**config.mk**
```make
export PLATFORM = sky130hd
export DESIGN_NAME = sr_latch_expander
export DESIGN_NICKNAME = d
export VERILOG_FILES = /design/src/rtl/sr_latch_expander_pkg.sv /design/src/rtl/sr_sync_bank.sv /design/src/rtl/sr_edge_det.sv /design/src/rtl/sr_shift_stage.sv /design/src/rtl/sr_hold_stage.sv /design/src/rtl/sr_latch_expander.sv
export SDC_FILE = /design/constraint.sdc
export NUM_CORES = 1
export LEC_CHECK = 0
export BUFFER_PORTS_ARGS = -buffer_cell sky130_fd_sc_hd__buf_2
export CAP_MARGIN = 20
export CORE_MARGIN = 5
export CORE_UTILIZATION = 52
export CTS_CLUSTER_SIZE = 25
export DETAILED_ROUTE_END_ITERATION = 12
export PLACE_DENSITY = 0.78
export SLEW_MARGIN = 15
export SYNTH_ARGS = -nofsm -noshare
export SYNTH_HDL_FRONTEND = slang
export SYNTH_SLANG_ARGS = --single-unit
```
**constraint.sdc**
```tcl
create_clock -name clk -period 1.2 [get_ports clk]
set_input_delay 0.18 -clock clk [delete_from_list [all_inputs] [get_ports clk]]
set_output_delay 0.18 -clock clk [all_outputs]
set_load 0.05 [all_outputs]
```
**src/rtl/sr_latch_expander_pkg.sv**
```systemverilog
package sr_latch_expander_pkg;

  // One shift step: new bit enters stage 0, stage W-1 is dropped.
  function automatic logic [63:0] shift_step(input logic [63:0] q, input logic d,
                                             input int unsigned w);
    logic [63:0] r;
    r = (q << 1) | {63'd0, d};
    for (int i = 0; i < 64; i++) begin
      if (i >= w) r[i] = 1'b0;
    end
    return r;
  endfunction

  // Rising edge from current and previous sample.
  function automatic logic rise(input logic cur, input logic prev);
    return cur & ~prev;
  endfunction

endpackage

```
**src/rtl/sr_sync_bank.sv**
```systemverilog
module sr_sync_bank #(
  parameter int N      = 3,
  parameter int STAGES = 2
) (
  input  logic         clk,
  input  logic         rst_n,
  input  logic [N-1:0] d,
  output logic [N-1:0] q
);
  logic [N-1:0] pipe [STAGES];

  generate
    for (genvar s = 0; s < STAGES; s++) begin : g_stage
      if (s == 0) begin : g_first
        always_ff @(posedge clk or negedge rst_n) begin
          if (!rst_n) pipe[0] <= '0;
          else        pipe[0] <= d;
        end
      end else begin : g_next
        always_ff @(posedge clk or negedge rst_n) begin
          if (!rst_n) pipe[s] <= '0;
          else        pipe[s] <= pipe[s-1];
        end
      end
    end
  endgenerate

  assign q = pipe[STAGES-1];
endmodule

```
**src/rtl/sr_edge_det.sv**
```systemverilog
module sr_edge_det (
  input  logic clk,
  input  logic rst_n,
  input  logic level,
  output logic pulse
);
  import sr_latch_expander_pkg::*;
  logic prev;

  always_ff @(posedge clk or negedge rst_n) begin
    if (!rst_n) prev <= 1'b0;
    else        prev <= level;
  end

  assign pulse = rise(level, prev);
endmodule

```
**src/rtl/sr_shift_stage.sv**
```systemverilog
module sr_shift_stage #(
  parameter int W = 8
) (
  input  logic         clk,
  input  logic         rst_n,
  input  logic         fire,
  input  logic         d,
  output logic [W-1:0] q
);
  import sr_latch_expander_pkg::*;
  logic [63:0] nxt_wide;
  logic [W-1:0] nxt;

  always_comb begin
    nxt_wide = shift_step({{(64-W){1'b0}}, q}, d, W);
    nxt      = nxt_wide[W-1:0];
  end

  always_ff @(posedge clk or negedge rst_n) begin
    if (!rst_n)    q <= '0;
    else if (fire) q <= nxt;
  end
endmodule

```
**src/rtl/sr_hold_stage.sv**
```systemverilog
module sr_hold_stage #(
  parameter int W = 8
) (
  input  logic         clk,
  input  logic         rst_n,
  input  logic         fire,
  input  logic [W-1:0] d,
  output logic [W-1:0] q
);
  always_ff @(posedge clk or negedge rst_n) begin
    if (!rst_n)    q <= '0;
    else if (fire) q <= d;
  end
endmodule

```
**src/rtl/sr_latch_expander.sv**
```systemverilog
module sr_latch_expander #(
  parameter int W           = 8,
  parameter int SYNC_STAGES = 2
) (
  input  logic         clk,
  input  logic         rst_n,
  input  logic         ser_in,
  input  logic         shift_strobe,
  input  logic         latch_strobe,
  input  logic         clr_n,
  input  logic         oe_n,
  output logic [W-1:0] par_out,
  output logic         par_valid,
  output logic         cascade_out
);
  localparam int NSYNC = 3;

  logic [NSYNC-1:0] raw_in, synced;
  logic             ser_bit, shift_lvl, latch_lvl;
  logic             shift_fire, latch_fire;
  logic             shift_rst_n;
  logic [W-1:0]     shift_q, hold_q;

  assign raw_in = {latch_strobe, shift_strobe, ser_in};

  sr_sync_bank #(.N(NSYNC), .STAGES(SYNC_STAGES)) u_sync (
    .clk(clk), .rst_n(rst_n), .d(raw_in), .q(synced)
  );

  assign ser_bit   = synced[0];
  assign shift_lvl = synced[1];
  assign latch_lvl = synced[2];

  sr_edge_det u_shift_edge (
    .clk(clk), .rst_n(rst_n), .level(shift_lvl), .pulse(shift_fire)
  );
  sr_edge_det u_latch_edge (
    .clk(clk), .rst_n(rst_n), .level(latch_lvl), .pulse(latch_fire)
  );

  assign shift_rst_n = rst_n & clr_n;

  sr_shift_stage #(.W(W)) u_shift (
    .clk(clk), .rst_n(shift_rst_n), .fire(shift_fire), .d(ser_bit), .q(shift_q)
  );

  sr_hold_stage #(.W(W)) u_hold (
    .clk(clk), .rst_n(rst_n), .fire(latch_fire), .d(shift_q), .q(hold_q)
  );

  assign par_valid   = ~oe_n;
  assign par_out     = oe_n ? '0 : hold_q;
  assign cascade_out = shift_q[W-1];
endmodule

```
## Word-level counts from Yosys, hierarchy flattened

Index checks and enable logic that the tools add are counted.

- Output and inout bits: 10
- Bits in registers: 24

- Multiplexer cells: 1
- Bitwise operators: 7

Operators by type and width:

| operator | count |
|---|---|
| $mux W8 | 1 |
| $or A8 B1 Y8 | 1 |
| $and A1 B1 Y1 | 3 |
| $not A1 Y1 | 3 |

## Logic depth before layout (Yosys ltp)

- Depth in word-level cells: 2
- Mapped depth: 3

## Hierarchy

Synthesis repeated with hierarchy kept, for this count alone.

- Cells, all modules: 57
- Area, all modules: 973.4 sq um

Modules (own cells, without submodules):

| module | cells each | area each (sq um) | instances |
|---|---|---|---|
| sr_hold_stage | 17 | 331.6 | 1 |
| sr_shift_stage | 17 | 331.6 | 1 |
| sr_sync_bank | 9 | 172.7 | 1 |
| sr_edge_det | 2 | 38.8 | 2 |
| sr_latch_expander | 10 | 60.1 | 1 |

## Worst setup path before layout

No wires, ideal clock.

- Path type: register to output
- From: reg u_hold.q[0]
- To: out par_out[0]
- Path slack: -0.011 ns
- Data required time: 1.020 ns
- Stages on the path, launching flop included: 2
- Data arrival time: 1.031 ns
- Path through: dfrtp_1 nor2b_1

- Word-level cells in the longest chain between the ends: 1

Ends and longest elaborated chain:

| what | RTL line | RTL |
|---|---|---|
| start: declaration | sr_hold_stage.sv:8 | `output logic [W-1:0] q` |
| start signal: assignment | sr_hold_stage.sv:11 | `if (!rst_n) q <= '0;` |
| start signal: assignment | sr_hold_stage.sv:12 | `else if (fire) q <= d;` |
| $mux W8 | sr_latch_expander.sv:52 | `assign par_out = oe_n ? '0 : hold_q;` |
| end: declaration | sr_latch_expander.sv:12 | `output logic [W-1:0] par_out,` |

Every way passes these cells.

## Worst setup path in the final report

- From: reg u_hold.q[1]
- To: out par_out[1]

Same word-level chain as after synthesis.

==> impl_results.md <==
* Outcome: complete, no violations
* Simple-Gate Fraction of Synth Area at 10.6%
* Ys Warns at 0
* CTS tree: yes
* Post-CTS setup buffers at 0
* Seq/Total Area, Yosys at 65.0%
* # rows at 15
* Compound-Gate Fraction of Synth Area at 0%
* Max-cap violations at 0
* Crit path depth at 2
* Rel. slew slack at 71.3%
* Static leakage at 0.594 nW
* Number of global-route vias before repair at 548
* Clock root buffer master: clkbuf_4
* CP top delay family: flip-flops
* Gpl congestion at 0.755
* Tmin final at 1.18 ns
* CP peak stage delay at 0.40 ns
* Antenna Nets Post-Route at 0
* Post-Synth XOR/XNOR Area at 0%
* Clock Pin Slew Worst Setup and Hold Paths at 0.12 ns
* Sequential cell area at 601 um2
* Worst Path Arrival at 1.00 ns
* Synthesized area at 923 um2
* Final std cells w/o fill at 104
* Total grt overflow at 0
* Final critical-path share of the clock period at 98.3%
* Routed vias/inst at 4.67
* Critical Path Slowest Stage Cell: dfrtp_1
* Design area at 1230 um2
* Num CTS Buffers at 3
* Maximum clock frequency at 0.847 GHz
* Chip width at 52.1 um
* Yosys top cell by area: dfrtp_1
* Post-synth EDFFs at 0
* Final core utilization at 72.2%
* Worst clock skew at 0.00982 ns
* Clock Latency Late Sink at 0.31 ns
* Tightest Pin Transition at 0.430 ns
* Router iterations before antenna repair at 3
* Starting density of the core at 54.1%
* Initial antenna violation count at 0
* Post-Synth Adder-Cell Area at 0%
* Synth top cells by count: 24 x dfrtp_1, 8 x mux2_2, 8 x mux2_4, 8 x nor2b_1, 2 x nor2b_4
* Slew Viols, Final at 0
* GRT Overall Usage at 14.1%
* CP bufs+invs at 1
* Main synth FF type: dfrtp_1
* Top post-synthesis cells by area: dfrtp_1 65%, mux2_4 13%, mux2_2 9.8%, nor2b_1 5.4%, nor2b_4 3.0%
* Cell count after synthesis at 54
* Place WS at 0.0478 ns
* RSZ-0062 raised after global routing: true
* Filler cells at 111
* Post-Route WL at 1.53 mm
* Antenna Cells at 0
* Synth async-reset ratio at 100%
* Syn_area_per_cell at 17.1 um2
* FF+latch count, synth at 24
* Yosys top cell area share at 65.0%
* Core area at 1710 um2
* Sink Count at 24
* Placed Area at 1050 um2
* Area of the multi-input gates at 368 um2
* Post-DP HPWL at 1.01 mm
* Setup crit end kind: output port
* Mux contribution to synthesized area at 22.8%
* Hold Path Class: input port to asynchronous set/reset pin
* Proportion of layout cells with a drive suffix above 1 at 60.8%
* Number of H-tree levels at 1
* Mapped Nets at 61
* Worst-case reg-to-reg path depth at 2
* Largest family of logic cells by synthesized area: multiplexers
* Max Buffers Root-to-Sink at 2
* Post-synthesis cell type count at 9
* Die Ht at 52.1 um
* Placed cell count at 95
* Hold Vio Cnt, Final at 0
* Startpoint types: register
* Wire length per cell at 14.7 um
* Layout area overhead at 33.6%
* Final Setup Violations at 0
* VDD IR max at 1170 uV
* Crit path cell chain: nor2b_4 > buf_6
* Top-Level Pins at 17
* Port bufs at 16
* Via Count at 486
* NumNets Final at 87
* Die area at 2720 um2
* PD cells at 2110 nW/um2
* Worst setup margin at 0.0198 ns
* CP Data Required Time at 1.02 ns
* Largest net degree at the start of global routing at 17
* DRT iter0 DRCs at 2
* Most frequent cell after synthesis: dfrtp_1
* DRC at 0
* Crit path max fanout at 2
* First-pass GRT wire length at 2.70 mm
* WS Path Type: register to output port
## worst register-to-register path, delay by kind of cell (launching register included)
family	cells	cell delay, ns
flip-flops	1	0.42
AND/OR/NAND/NOR	1	0.31
multiplexers	1	0.33
## cell type report
type / instances / area share [%]
multi-input combinational: 28 / 29.8
clock buffer: 4 / 2.94
sequential: 24 / 48.7
tap: 25 / 2.54
inverter: 1 / 0.304
timing repair buffer: 22 / 15.7
## routing by layer
metal  track usage (%)  part of all wire, %
met1              18.9                   45
met3              5.16                  4.0
met5                 0                    0
met2              21.5                   51
met4              3.83                 0.78
## sequential cells by signal (all words and copies together) (netlist names)
| signal | flops |
|---|---|
| u_hold.q | 8 |
| u_latch_edge.prev | 1 |
| u_shift.q | 8 |
| u_shift_edge.prev | 1 |
| u_sync.pipe | 3 |
| u_sync.q | 3 |
## timing repair
item	4_1_cts	5_1_grt
resized for setup	17	9
endpoints found under the setup margin	8	9
hold endpoints to repair	27	0
hold buffers	5	0
## through the flow
| step | TNS, ns | hold slack, ns | power (mW) |
|---|---|---|---|
| 6_report | 0 | 0.343 | 2.60 |
| 3_5_place_dp | 0 | 0.150 | 2.02 |
| 4_1_cts | -0.00738 | 0.336 | 2.53 |
| 2_1_floorplan | 0 | -0.116 | 1.83 |
| 3_3_place_gp | 0 | 0.148 | 1.98 |
| 5_1_grt | -0.179 | 0.354 | 2.74 |
## where the power goes
group,internal (mW),leakage (nW),switching [mW],total [mW]
combinational,0.532,0.284,0.459,0.991
clock,0.185,0.0210,0.217,0.402
sequential,1.04,0.290,0.163,1.21
total,1.76,0.594,0.839,2.60
## worst paths after layout
kind                                   startpoint            to  slack [ns]
worst max-delay path                  u_hold.q[1]    par_out[1]        0.02
worst min-delay path                        rst_n   u_hold.q[2]        0.34
worst max register to register  u_shift_edge.prev  u_shift.q[1]        0.03
worst min register to register     u_sync.pipe[3]   u_sync.q[0]        0.36
max in group asynchronous                   rst_n  u_shift.q[0]        0.52
min in group clk                   u_sync.pipe[3]   u_sync.q[0]        0.36
## logic make-up (layout without fill, tap and decap cells)
group                  Yosys count  after routing
flip-flops                      24             24
buffers and inverters            2             27
multiplexers                    16             16
AND/OR/NAND/NOR                 12             12
## layout by cell type (no fill, tap or decap)
master	netlist	routed
inv_1	1	1
clkbuf_8	0	1
nor2b_4	2	10
mux2_4	8	8
buf_2	0	7
nand2b_4	1	1
clkbuf_4	0	4
dlygate4sd3_1	0	5
dfrtp_1	24	24
buf_6	1	7
buf_8	0	1
and2_1	1	1
buf_4	0	1
mux2_2	8	8
No activity file was read; power rests on OpenSTA's default activity.
